<file path="config.mk">
export PLATFORM = sky130hd
export DESIGN_NAME = flash_erase_ctrl
export DESIGN_NICKNAME = d
export VERILOG_FILES = /design/src/rtl/sfe_pkg.sv /design/src/rtl/sfe_link_front.sv /design/src/rtl/sfe_cmd_rx.sv /design/src/rtl/sfe_status_tx.sv /design/src/rtl/sfe_erase_seq.sv /design/src/rtl/flash_erase_ctrl.sv
export SDC_FILE = /design/constraint.sdc
export NUM_CORES = 1
export LEC_CHECK = 0
export BUFFER_PORTS_ARGS = -buffer_cell sky130_fd_sc_hd__buf_2
export CORE_ASPECT_RATIO = 1.2
export CORE_MARGIN = 2
export CORE_UTILIZATION = 60
export CTS_BUF_LIST = sky130_fd_sc_hd__clkbuf_8
export CTS_CLUSTER_DIAMETER = 60
export DETAILED_ROUTE_END_ITERATION = 16
export MAX_ROUTING_LAYER = met4
export PLACE_DENSITY_LB_ADDON = 0.12
export SLEW_MARGIN = 20
export SYNTH_ARGS = -nofsm -noshare
export SYNTH_HDL_FRONTEND = slang
export SYNTH_SLANG_ARGS = --single-unit
</file>
<file path="constraint.sdc">
create_clock -name clk -period 2.8 [get_ports clk]
set_input_delay 0.28 -clock clk [delete_from_list [all_inputs] [get_ports clk]]
set_output_delay 0.28 -clock clk [all_outputs]
set_load 0.01 [all_outputs]
</file>
<file path="src/rtl/sfe_pkg.sv">
// Shared constants for the serial flash erase controller.
// Assumes 8-bit instruction codes and an 8-bit status byte.
package sfe_pkg;
    localparam int          CMD_BITS  = 8;
    localparam logic [7:0]  OP_WREN   = 8'h06;
    localparam logic [7:0]  OP_ERASE  = 8'hC7;
    localparam logic [7:0]  OP_RDSR   = 8'h05;
    localparam int          ST_WIP    = 0;
    localparam int          ST_WEL    = 1;
endpackage

</file>
<file path="src/rtl/sfe_link_front.sv">
// Pin sampler: registers the serial pins, the device reset pin and the
// protect input with the system clock, then derives one-cycle edge strobes.
// Assumes the serial clock runs at less than a quarter of the system clock.
module sfe_link_front (
    input  logic clk,
    input  logic rst_n,
    input  logic sck,
    input  logic cs_n,
    input  logic mosi,
    input  logic dev_rst_n,
    input  logic prot,
    output logic cs_fall,
    output logic cs_rise,
    output logic sck_rise,
    output logic sck_fall,
    output logic selected,
    output logic mosi_s,
    output logic pin_ok,
    output logic prot_s
);
    logic cs1, cs2, sck1, sck2, mosi1, rp1, pr1;

    // Two sample stages for select and clock, one for the level inputs.
    always_ff @(posedge clk) begin
        if (!rst_n) begin
            cs1   <= 1'b1;
            cs2   <= 1'b1;
            sck1  <= 1'b0;
            sck2  <= 1'b0;
            mosi1 <= 1'b0;
            rp1   <= 1'b1;
            pr1   <= 1'b0;
        end else begin
            cs1   <= cs_n;
            cs2   <= cs1;
            sck1  <= sck;
            sck2  <= sck1;
            mosi1 <= mosi;
            rp1   <= dev_rst_n;
            pr1   <= prot;
        end
    end

    // Edge strobes; clock edges count only while selected.
    always_comb begin
        cs_fall  = ~cs1 & cs2;
        cs_rise  = cs1 & ~cs2;
        sck_rise = sck1 & ~sck2 & ~cs1;
        sck_fall = ~sck1 & sck2 & ~cs1;
        selected = ~cs1;
        mosi_s   = mosi1;
        pin_ok   = rp1;
        prot_s   = pr1;
    end
endmodule

</file>
<file path="src/rtl/sfe_cmd_rx.sv">
// Instruction receiver: counts bits in a selection, latches the opcode at
// the last bit and decides whether the selection is valid. A selection that
// begins in recovery or during device reset is invalid to its end.
module sfe_cmd_rx
    import sfe_pkg::*;
(
    input  logic       clk,
    input  logic       rst_n,
    input  logic       cs_fall,
    input  logic       sck_rise,
    input  logic       mosi_s,
    input  logic       pin_ok,
    input  logic       lock_active,
    output logic [7:0] opcode,
    output logic       byte_done,
    output logic       sel_ok,
    output logic       rd_active
);
    localparam int CW = $clog2(CMD_BITS + 2);

    logic [CW-1:0]       bitcnt;
    logic [CMD_BITS-2:0] shreg;

    // Bit counter (saturating past the boundary), shifter and opcode latch.
    always_ff @(posedge clk) begin
        if (!rst_n) begin
            bitcnt <= '0;
            shreg  <= '0;
            opcode <= '0;
            sel_ok <= 1'b0;
        end else begin
            if (cs_fall) begin
                bitcnt <= '0;
                opcode <= '0;
                sel_ok <= ~lock_active & pin_ok;
            end else if (sck_rise) begin
                shreg <= {shreg[CMD_BITS-3:0], mosi_s};
                if (bitcnt == CW'(CMD_BITS - 1))
                    opcode <= {shreg, mosi_s};
                if (bitcnt != CW'(CMD_BITS + 1))
                    bitcnt <= bitcnt + 1'b1;
            end
            if (!pin_ok)
                sel_ok <= 1'b0;
        end
    end

    // Decode of the byte boundary and the status-read mode.
    always_comb begin
        byte_done = (bitcnt == CW'(CMD_BITS));
        rd_active = sel_ok && (bitcnt >= CW'(CMD_BITS)) && (opcode == OP_RDSR);
    end

    assert_lockout_rejects_R10: assert property (@(posedge clk) disable iff (!rst_n)
        (cs_fall && lock_active) |=> !sel_ok);
endmodule

</file>
<file path="src/rtl/sfe_status_tx.sv">
// Status shifter: during a status read, sends the live status byte MSB
// first, one bit per falling serial clock edge, and repeats it per byte.
// miso is held at 0 while deselected.
module sfe_status_tx (
    input  logic       clk,
    input  logic       rst_n,
    input  logic       selected,
    input  logic       sck_fall,
    input  logic       rd_active,
    input  logic [7:0] status,
    output logic       miso
);
    logic [2:0] idx;
    logic [7:0] sr;

    // Loads a fresh snapshot at each byte start and shifts it out.
    always_ff @(posedge clk) begin
        if (!rst_n || !selected) begin
            idx  <= '0;
            sr   <= '0;
            miso <= 1'b0;
        end else if (sck_fall && rd_active) begin
            if (idx == 3'd0) begin
                miso <= status[7];
                sr   <= {status[6:0], 1'b0};
            end else begin
                miso <= sr[7];
                sr   <= {sr[6:0], 1'b0};
            end
            idx <= idx + 1'b1;
        end
    end

    assert_quiet_when_idle_R1: assert property (@(posedge clk) disable iff (!rst_n)
        !selected |=> !miso);
endmodule

</file>
<file path="src/rtl/sfe_erase_seq.sv">
// Erase sequencer: holds the write enable latch, runs the erase timer and
// the recovery window after a device reset. Instructions execute when select
// rises on a byte boundary of a valid selection; nothing but status reads
// acts while busy.
module sfe_erase_seq
    import sfe_pkg::*;
#(
    parameter int T_ERASE   = 1000,
    parameter int T_RECOVER = 100
) (
    input  logic       clk,
    input  logic       rst_n,
    input  logic       cs_rise,
    input  logic       sel_ok,
    input  logic       byte_done,
    input  logic [7:0] opcode,
    input  logic       prot_s,
    input  logic       pin_ok,
    output logic       busy,
    output logic       wel,
    output logic       abort_pulse,
    output logic       commit_pulse,
    output logic       lock_active
);
    localparam int BW = $clog2(T_ERASE + 1);
    localparam int LW = $clog2(T_RECOVER + 1);

    logic [BW-1:0] cnt;
    logic [LW-1:0] lock;
    logic          go;

    // An instruction completes on a clean deselect at the boundary.
    always_comb go = cs_rise & sel_ok & byte_done & ~busy;

    // Latch, erase timer, abort and recovery window.
    always_ff @(posedge clk) begin
        if (!rst_n) begin
            busy         <= 1'b0;
            wel          <= 1'b0;
            cnt          <= '0;
            lock         <= '0;
            abort_pulse  <= 1'b0;
            commit_pulse <= 1'b0;
        end else if (!pin_ok) begin
            busy         <= 1'b0;
            wel          <= 1'b0;
            cnt          <= '0;
            lock         <= LW'(T_RECOVER);
            abort_pulse  <= busy;
            commit_pulse <= 1'b0;
        end else begin
            abort_pulse  <= 1'b0;
            commit_pulse <= 1'b0;
            if (lock != '0)
                lock <= lock - 1'b1;
            if (busy) begin
                if (cnt == '0) begin
                    busy         <= 1'b0;
                    wel          <= 1'b0;
                    commit_pulse <= 1'b1;
                end else begin
                    cnt <= cnt - 1'b1;
                end
            end else if (go) begin
                if (opcode == OP_WREN)
                    wel <= 1'b1;
                else if (opcode == OP_ERASE && wel && !prot_s) begin
                    busy <= 1'b1;
                    cnt  <= BW'(T_ERASE - 1);
                end
            end
        end
    end

    always_comb lock_active = (lock != '0);

    assert_abort_clears_R9: assert property (@(posedge clk) disable iff (!rst_n)
        !pin_ok |=> (!busy && !wel));
    assert_erase_needs_wel_R3: assert property (@(posedge clk) disable iff (!rst_n)
        $rose(busy) |-> $past(wel));
    assert_wel_drops_at_end_R6: assert property (@(posedge clk) disable iff (!rst_n)
        commit_pulse |-> (!wel && !busy));
    assert_timer_bound_R5: assert property (@(posedge clk) disable iff (!rst_n)
        busy |-> (cnt <= BW'(T_ERASE - 1)));
    assert_protect_blocks_R8: assert property (@(posedge clk) disable iff (!rst_n)
        (go && opcode == OP_ERASE && prot_s) |=> (!busy && $stable(wel)));
endmodule

</file>
<file path="src/rtl/flash_erase_ctrl.sv">
// Top of the serial flash erase controller: pin sampler, instruction
// receiver, status shifter and erase sequencer. Assumes SPI mode 0 and a
// system clock at least four times the serial clock.
module flash_erase_ctrl
    import sfe_pkg::*;
#(
    parameter int T_ERASE   = 1000000,
    parameter int T_RECOVER = 3000
) (
    input  logic clk,
    input  logic rst_n,
    input  logic sck,
    input  logic cs_n,
    input  logic mosi,
    output logic miso,
    input  logic dev_rst_n,
    input  logic prot,
    output logic busy,
    output logic abort_pulse,
    output logic erase_commit
);
    logic       cs_fall, cs_rise, sck_rise, sck_fall, selected;
    logic       mosi_s, pin_ok, prot_s;
    logic [7:0] opcode;
    logic       byte_done, sel_ok, rd_active;
    logic       wel, lock_active;
    logic [7:0] status;

    sfe_link_front u_front (
        .clk(clk), .rst_n(rst_n), .sck(sck), .cs_n(cs_n), .mosi(mosi),
        .dev_rst_n(dev_rst_n), .prot(prot),
        .cs_fall(cs_fall), .cs_rise(cs_rise), .sck_rise(sck_rise),
        .sck_fall(sck_fall), .selected(selected), .mosi_s(mosi_s),
        .pin_ok(pin_ok), .prot_s(prot_s)
    );

    sfe_cmd_rx u_rx (
        .clk(clk), .rst_n(rst_n), .cs_fall(cs_fall), .sck_rise(sck_rise),
        .mosi_s(mosi_s), .pin_ok(pin_ok), .lock_active(lock_active),
        .opcode(opcode), .byte_done(byte_done), .sel_ok(sel_ok),
        .rd_active(rd_active)
    );

    // Live status byte assembled from the sequencer flags.
    always_comb begin
        status         = '0;
        status[ST_WIP] = busy;
        status[ST_WEL] = wel;
    end

    sfe_status_tx u_tx (
        .clk(clk), .rst_n(rst_n), .selected(selected), .sck_fall(sck_fall),
        .rd_active(rd_active), .status(status), .miso(miso)
    );

    sfe_erase_seq #(.T_ERASE(T_ERASE), .T_RECOVER(T_RECOVER)) u_seq (
        .clk(clk), .rst_n(rst_n), .cs_rise(cs_rise), .sel_ok(sel_ok),
        .byte_done(byte_done), .opcode(opcode), .prot_s(prot_s),
        .pin_ok(pin_ok), .busy(busy), .wel(wel), .abort_pulse(abort_pulse),
        .commit_pulse(erase_commit), .lock_active(lock_active)
    );
endmodule

</file>
Word-level counts from Yosys, hierarchy flattened

Index checks and enable logic that the tools add are counted.

Word-level logic and storage cells: 96
Input bits: 7
Output and inout bits: 4
Register bits: 75

Muxes and demuxes: 19
Bitwise operators: 18
Reduce and logical (&&, ||, !) cells: 23
Eq/ne operators: 10
$lt $le $gt $ge: 1
$add $sub $neg: 4

Operators with widths:

| operator              | count |
|---|---|
| $mux 20               | 5 |
| $mux 12               | 2 |
| $logic_not 20->1      | 1 |
| $sub 20x1->20 const B | 1 |
| $eq 8x3->1 const B    | 2 |
| $reduce_bool 12->1    | 1 |
| $sub 12x1->12 const B | 1 |
| $mux 1                | 11 |
| $and 1x1->1           | 10 |
| $eq 8x8->1 const B    | 1 |
| $mux 8                | 1 |
| $not 1->1             | 8 |
| $reduce_and 2->1      | 4 |
| $reduce_and 3->1      | 2 |
| $reduce_bool 2->1     | 3 |
| $logic_and 1x1->1     | 5 |
| $add 4x1->4 const B   | 1 |
| $eq 4x3->1 const B    | 1 |
| $eq 4x4->1 const B    | 1 |
| $ge 4x4->1 const B    | 1 |
| $ne 2x1->1 const B    | 2 |
| $ne 2x2->1 const B    | 2 |
| $ne 4x4->1 const B    | 1 |
| $reduce_and 4->1      | 1 |
| 5 further kinds       | 7 |

Depth between registers and ports, before layout

Gate-level depths: netlist (run 1).

Depth in word-level cells: 7
Depth in mapped cells: 8
Depth with buffers taken out: 7

Cells and area by module

A second synthesis (run 1) with hierarchy kept.

Cells, all modules: 398
Area total of the unflattened synthesis: 3,540.9 µm²

Modules (own cells, without submodules):

| module           | instances | area each (µm²) | cells each | seq. area each (µm²) |
|---|---|---|---|---|
| sfe_erase_seq    | 1         | 1,931.9         | 231        | 720.7 |
| sfe_cmd_rx       | 1         | 867.1           | 92         | 400.4 |
| sfe_status_tx    | 1         | 523.0           | 55         | 220.2 |
| sfe_link_front   | 1         | 215.2           | 19         | 140.1 |
| flash_erase_ctrl | 1         | 3.8             | 1          | 0.0 |

Worst setup path after synthesis (run 1)

OpenSTA, ideal clock, no wires.

Path type: register to register
Start: register u_seq.lock[0]
End: register u_seq.lock[7]
Required time: 2.668 ns
Period minus slack after synthesis: 1.994 ns
Arrival: 1.861 ns
Setup slack: 0.806 ns
Cell stages (with the launch flop): 8
Path buffers: 0
Library setup time: 0.132 ns
Cell sequence: dfxtp_1 > inv_1 > ha_1 > or4b_2 > o31ai_1 > nor4_1 > xnor2_1 > a21oi_1

Cells in the longest elaborated chain, start to end: 3
Elaborated cells between the ends (all ways): 5
Classes of those cells: 1 x add/sub; 1 x eq/ne; 2 x mux; 1 x reduce/logical

RTL lines:

| what                   | RTL line            | text |
|---|---|---|
| from (decl)            | sfe_erase_seq.sv:29 | `logic [LW-1:0] lock;` |
| from (signal assigned) | sfe_erase_seq.sv:48 | `lock <= LW'(T_RECOVER);` |
| from (signal assigned) | sfe_erase_seq.sv:55 | `lock <= lock - 1'b1;` |
| $sub 12x1->12          | sfe_erase_seq.sv:55 |  |
| $mux 12                | sfe_erase_seq.sv:54 | `if (lock != '0)` |
| $mux 12                | sfe_erase_seq.sv:44 | `end else if (!pin_ok) begin` |

Several ways; a longest one is shown, not always the timed one. The select of a mux whose other input is x is not followed.
A chain may end at the register's enable or synchronous reset.

Final worst setup path (run 1)

Same ends and word-level chain as after synthesis.

==> results.cfg, run 1 <==
[sta]
fin_tns_setup_ns = 0
worst_pin_slew_ns = 0.775
grt_setup_unrepaired = false
worst_slack_ns = 0.606
finalClockSkew_ns = 0.0125
slew-limit-headroom_pct = 48.2
drv_slew = 0
fin_crit_ns = 2.19
fin_hold_ws_ns = 0.109
setup_viol = 0
fmax_ghz = 0.456
min_period_over_period_pct = 78.4
hold_viol = 0

[detailed_routing]
post_drt_wl_per_cell_um = 14.2
num_vias = 2427
drc = 0
viasPerCell = 5.64
wl_um = 6100
postRouteAntennaNets = 0
drt-pass1-iter-count = 4
drt_iter0_markers = 163

[global_routing]
grt.busiest_layer = met2
grt.met1_usage_pct = 29.0
grt_pass1_wl_um = 10900
grt_overflow_total = 0
grt_max_degree = 22
grt_use_met2_pct = 36.4
grt_pass1_vias = 2385
use_met3_pct = 5.16
grt_usage_pct = 23.3
antenna_found_initial = 0

[clock_network]
cts.clk_slew.worst_paths_ns = 0.08
root_buffer = clkbuf_8
cts_resized = 0
ctsHoldBuffers = 0
postCtsSetupRepairBufs = 0
cts_buffer_depth = 2
tritoncts = yes
clock_latency_ns = 0.35
cts.sinks = 74
cts_buffers = 9
h-tree-depth = 3

[power_and_ir_drop]
p_per_area_nw_per_um2 = 647
p_total_mw = 2.27
ir_drop_v = 0.000533
leakagePower_nw = 1.30

[setup_path]
critical_path.startpoint = u_seq.lock[0]
critical_path.endpoint_type = flip-flop
r2r_start = u_seq.lock[0]
path_max_fanout = 4
ff2ff_path_depth = 7
crit_arrival_ns = 2.45
startpoint_type = flip-flop
reg2reg_to = u_seq.lock[7]
rrSetupSlack_ns = 0.61
crit_path_end = u_seq.lock[7]
worstPathRequired_ns = 3.06
setup.worst_path.class = reg -> reg

[logic_synthesis]
ys_seq_area_share_pct = 45.7
synth_fa_ha_area_share_pct = 3.48
synth_cell_types = 42
synthTopCellsByCount = dfxtp_1 (74), nor2_1 (42), a21oi_1 (31)
synthesis.nets = 372
yosysWarnings = 0
ys_ff_latch = 74
synth_cells = 356
synthSimpleGateAreaFrac_pct = 25.3
synth-edff-count = 0
synth_ff_type = dfxtp_1
synth-xor-area-share_pct = 7.84
synth_area_um2 = 3240
synth_top_area_share_pct = 45.7
synthArstFlopShare_pct = 0
synth_mux_area_share_pct = 5.56
synth-compound-area-share_pct = 9.04
avgSynthCellArea_um2 = 9.10
yosysTopAreaCell = dfxtp_1
synth_top_family_by_area = simple AND/OR/NAND/NOR gates
yosysMostFrequentCell = dfxtp_1
synth_area_leaders = dfxtp_1 (46%), mux2i_1 (5.6%), nor2_1 (4.9%)

[job]
maxCapViolCount = 0

[finish]
multi_input_area_um2 = 1660
num-fill-cells = 437
layout-drive-gt1-share_pct = 8.97
seqCellArea_um2 = 1480
area_delta_synth_final_pct = 8.42
num_antenna_cells = 0
final_nets = 379

[placement]
dpl.hpwl_um = 4250
gp_congestion = 0.854
dp_slack_ns = 0.632
io_buffers = 10

[die]
core-area_um2 = 5260
start_util_pct = 61.6
row_count = 29
die_h_um = 84.5
dieArea_um2 = 6010
ios = 11
die_w_um = 71.1

[worst_hold_path]
hp-class = in -> reg

[run_status]
status = finished clean
[sequential cells by signal, indices dropped and copies added, names as in the netlist, 3 cells and up]
signal	cells
u_rx.shreg	7
u_tx.sr	7
u_tx.idx	3
u_seq.lock	12
u_rx.opcode	8
u_rx.bitcnt	4
u_seq.cnt	20
[cells in the final DEF (no fill, tap or decap), drive strengths merged, types with 2 or more instances in the layout]
cell type,netlist,layout
o31ai,3,3
nand4,5,5
nor2b,4,4
mux2i,18,18
clkbuf,13,10
buf,2,11
nand4b,4,4
or2,2,2
or3,2,2
a311oi,2,2
nor4,12,12
dfxtp,74,74
nor2,42,42
a31oi,4,4
xor2,11,11
clkinv,0,2
nand2,22,22
and2,9,9
a21oi,31,31
a211oi,3,3
nor4b,4,4
o21ai,3,3
xnor2,18,18
inv,11,13
o311ai,3,3
nand2b,7,7
or4,2,2
nor3,11,11
ha,9,9
nor3b,4,4
nand3,15,15
[kinds of logic (layout without fill, tap and decap cells)]
group	count (synthesis)	count (layout)
buffers and inverters	26	38
and+or+nand+nor	150	150
muxes	18	18
AOI/OAI and AO/OA	50	50
adders and majority gates	9	9
DFF	74	74
xor gates and xnor gates	29	29
[worst max-delay path, stage by stage (launching register included)]
cell     delay [ns]
dfxtp_1        0.33
inv_1          0.11
ha_1           0.17
or4b_2         0.64
o31ai_1        0.46
nor4_1         0.11
xnor2_1        0.14
a21oi_1        0.15
[area by class of cell]
class                      instances  share of cell area (%)
clock buffer                      10                    3.92
sequential                        74                    42.2
tap                               62                    2.21
inverter                          11                    1.18
clock inverter                     6                    1.67
timing repair buffer              11                    1.64
multi-input combinational        256                    47.2
[worst min path at each step]
stage / cells after the start / to / slack, ns / from
detailed placement: 2 / u_tx.miso / 0.45 / u_tx.miso
finish: 2 / u_front.cs1 / 0.11 / cs_n
global route: 2 / u_front.cs1 / 0.12 / cs_n
floorplan: 1 / u_front.cs1 / 0.38 / cs_n
global placement: 2 / u_tx.sr[1] / 0.44 / u_tx.sr[1]
CTS: 2 / u_front.cs1 / 0.1 / cs_n
[through the flow]
| step | std cells | utilization (%) | area, µm² |
|---|---|---|---|
| CTS | 430 | 66.8 | 3510 |
| global route | 430 | 66.8 | 3510 |
| finish | 430 | 66.8 | 3510 |
| floorplan | 356 | - | 3240 |
| global placement | 414 | 63.0 | 3320 |
| detailed placement | 414 | 63.0 | 3320 |
[power breakdown]
part | internal, mW | switching [mW]
clock network | 0.430 | 0.382
registers | 1.10 | 0.0584
logic | 0.150 | 0.148
total | 1.68 | 0.589
[routing by layer]
layer / vias up / wire (µm)
met5: - / 0
met4: 0 / 95
met3: 7 / 191
li1: 1261 / -
met2: 36 / 2910
met1: 1123 / 2900
Power figures use the tool's default switching activity.
==> inputs of run 2 (changes only) <==
clock period = 2.25 ns   (was 2.8 ns; I/O delays follow)
==> run 2 against run 1 <==
Setup slack lost 0.45 ns. Combinational power grew 29%. Non-clock buffer count grew 6. Register-to-register slack lost 0.45 ns. Maximum frequency grew 4.8%. Total power grew 24%. Largest power group unchanged. Hold slack lost 0.045 ns. Clock power grew 20%. Sequential share of layout area shrank 0.46 points.
==> results.cfg, run 2 (same netlist as run 1, synthesis figures left out) <==
[placement]
io_buffers = 10
placed_cell_area_um2 = 3360
gp_congestion = 0.826
dpl.hpwl_um = 4250
placed_cells = 420

[finish]
num_antenna_cells = 0
layout-drive-gt1-share_pct = 10.5
seqCellArea_um2 = 1480
stdcell_area_um2 = 3550
regMostFlops = u_seq.cnt
top_regs = u_seq.cnt x20, u_seq.lock x12, u_rx.opcode x8
layout_commonest_cell = dfxtp_1
largest_reg_flops = 20
final_cell_count_no_fill = 435
final_nets = 385
layout_common_cells = dfxtp_1 (74), nor2_1 (42), a21oi_1 (31), nand2_1 (22)
num-fill-cells = 427
area_delta_synth_final_pct = 9.62
multi_input_area_um2 = 1660

[setup_path]
setup.worst_path.class = reg -> reg
r2r_start = u_seq.lock[0]
reg2reg_to = u_seq.lock[1]
cp_top_family = simple AND/OR/NAND/NOR gates
rrSetupSlack_ns = 0.16
slowest_delay_ns = 0.65
startpoint_type = flip-flop
worstPathRequired_ns = 2.45
crit_buf_inv = 2
ff2ff_path_depth = 8
cp_slowest_cell = or4b_2
path_max_fanout = 6
path_cells = inv_1 > ha_1 > or4b_2 > nor4_4 > buf_4 > nor2_1 > a21oi_1 > nor2_1
critical_path.endpoint_type = flip-flop
crit_arrival_ns = 2.29
crit_top_cell = nor2_1

[clock_network]
h-tree-depth = 3
ctsHoldBuffers = 0
cts_buffers = 9
root_buffer = clkbuf_8
cts_buffer_depth = 2
cts.clk_slew.worst_paths_ns = 0.06
cts_resized = 0
cts.sinks = 74
clock_latency_ns = 0.34
tritoncts = yes
postCtsSetupRepairBufs = 0

[die]
core-area_um2 = 5260
start_util_pct = 61.6
die_w_um = 71.1
ios = 11
dieArea_um2 = 6010
row_count = 29
die_h_um = 84.5

[global_routing]
grt_usage_pct = 22.3
antenna_found_initial = 0
grt_max_degree = 22
grt_pass1_vias = 2387
grt_pass1_wl_um = 10500
grt_overflow_total = 0

[sta]
fin_crit_ns = 2.09
grt_setup_unrepaired = true
worst_pin_slew_ns = 0.721
fin_hold_ws_ns = 0.0643
finalClockSkew_ns = 0.0112
drv_slew = 0
slew-limit-headroom_pct = 51.8
fmax_ghz = 0.478
hold_viol = 0
setup_viol = 0
fin_tns_setup_ns = 0
min_period_over_period_pct = 93.1

[power_and_ir_drop]
p_per_area_nw_per_um2 = 790
leakagePower_nw = 1.32
ir_drop_v = 0.000635

[worst_hold_path]
hp-class = in -> reg
hp-start = dev_rst_n
min_to = u_front.pin_ok
worst_hold_path.num_cells = 2

[job]
maxCapViolCount = 0

[detailed_routing]
drc = 0
postRouteAntennaNets = 0
wl_um = 6020
num_vias = 2519
post_drt_wl_per_cell_um = 13.8
viasPerCell = 5.79
drt_iter0_markers = 135
drt-pass1-iter-count = 4

[run_status]
status = finished clean
run 2: final cells by class:
| cell class | instances | area share [%] |
|---|---|---|
| multi-input combinational | 256 | 46.8 |
| clock buffer | 10 | 3.88 |
| clock inverter | 5 | 1.34 |
| sequential | 74 | 41.7 |
| timing repair buffer | 17 | 2.89 |
| tap | 62 | 2.18 |
| inverter | 11 | 1.16 |
run 2: stage by stage:
| stage | utilization (%) | setup slack, ns | total power, mW |
|---|---|---|---|
| 6_report | 67.5 | 0.156 | 2.81 |
| 5_1_grt | 67.5 | -0.00658 | 2.94 |
| 2_1_floorplan | - | 0.256 | 1.78 |
| 3_5_place_dp | 63.9 | 0.0768 | 1.85 |
| 4_1_cts | 67.4 | 0.0638 | 2.82 |
| 3_3_place_gp | 63.9 | 0.172 | 1.85 |
run 2: worst max path at each step:
stage | to | cells past startpoint | start | slack, ns
after global routing | u_seq.lock[1] | 8 | u_seq.lock[0] | -0.007
after floorplan | u_seq.lock[7] | 7 | u_seq.lock[0] | 0.26
after global placement | u_seq.lock[7] | 7 | u_seq.lock[0] | 0.17
after CTS | u_seq.lock[9] | 7 | u_seq.lock[0] | 0.06
after detailed placement | u_seq.lock[7] | 7 | u_seq.lock[0] | 0.08
final | u_seq.lock[1] | 8 | u_seq.lock[0] | 0.16
run 2: power by group:
part / switching [mW] / internal (mW)
sequential: 0.0725 / 1.37
clock: 0.448 / 0.525
combinational: 0.193 / 0.194
run 2: worst register-to-register path, delay by kind of cell, from the launching register on:
kind,cells,cell delay (ns)
and+or+nand+nor,4,1.03
buffers and inverters,2,0.31
DFF,1,0.33
adders and majority gates,1,0.17
AOI/OAI and AO/OA,1,0.11
run 2: layer usage:
| layer | up-vias | GRT usage, % | wire length, µm | share of wire, % |
|---|---|---|---|---|
| met3 | 9 | 5.16 | 154 | 2.6 |
| li1 | 1279 | - | - | - |
| met5 | - | - | 0 | 0 |
| met4 | 0 | 9.61 | 126 | 2.1 |
| met1 | 1197 | 27.0 | 2830 | 47 |
| met2 | 34 | 35.3 | 2910 | 48 |
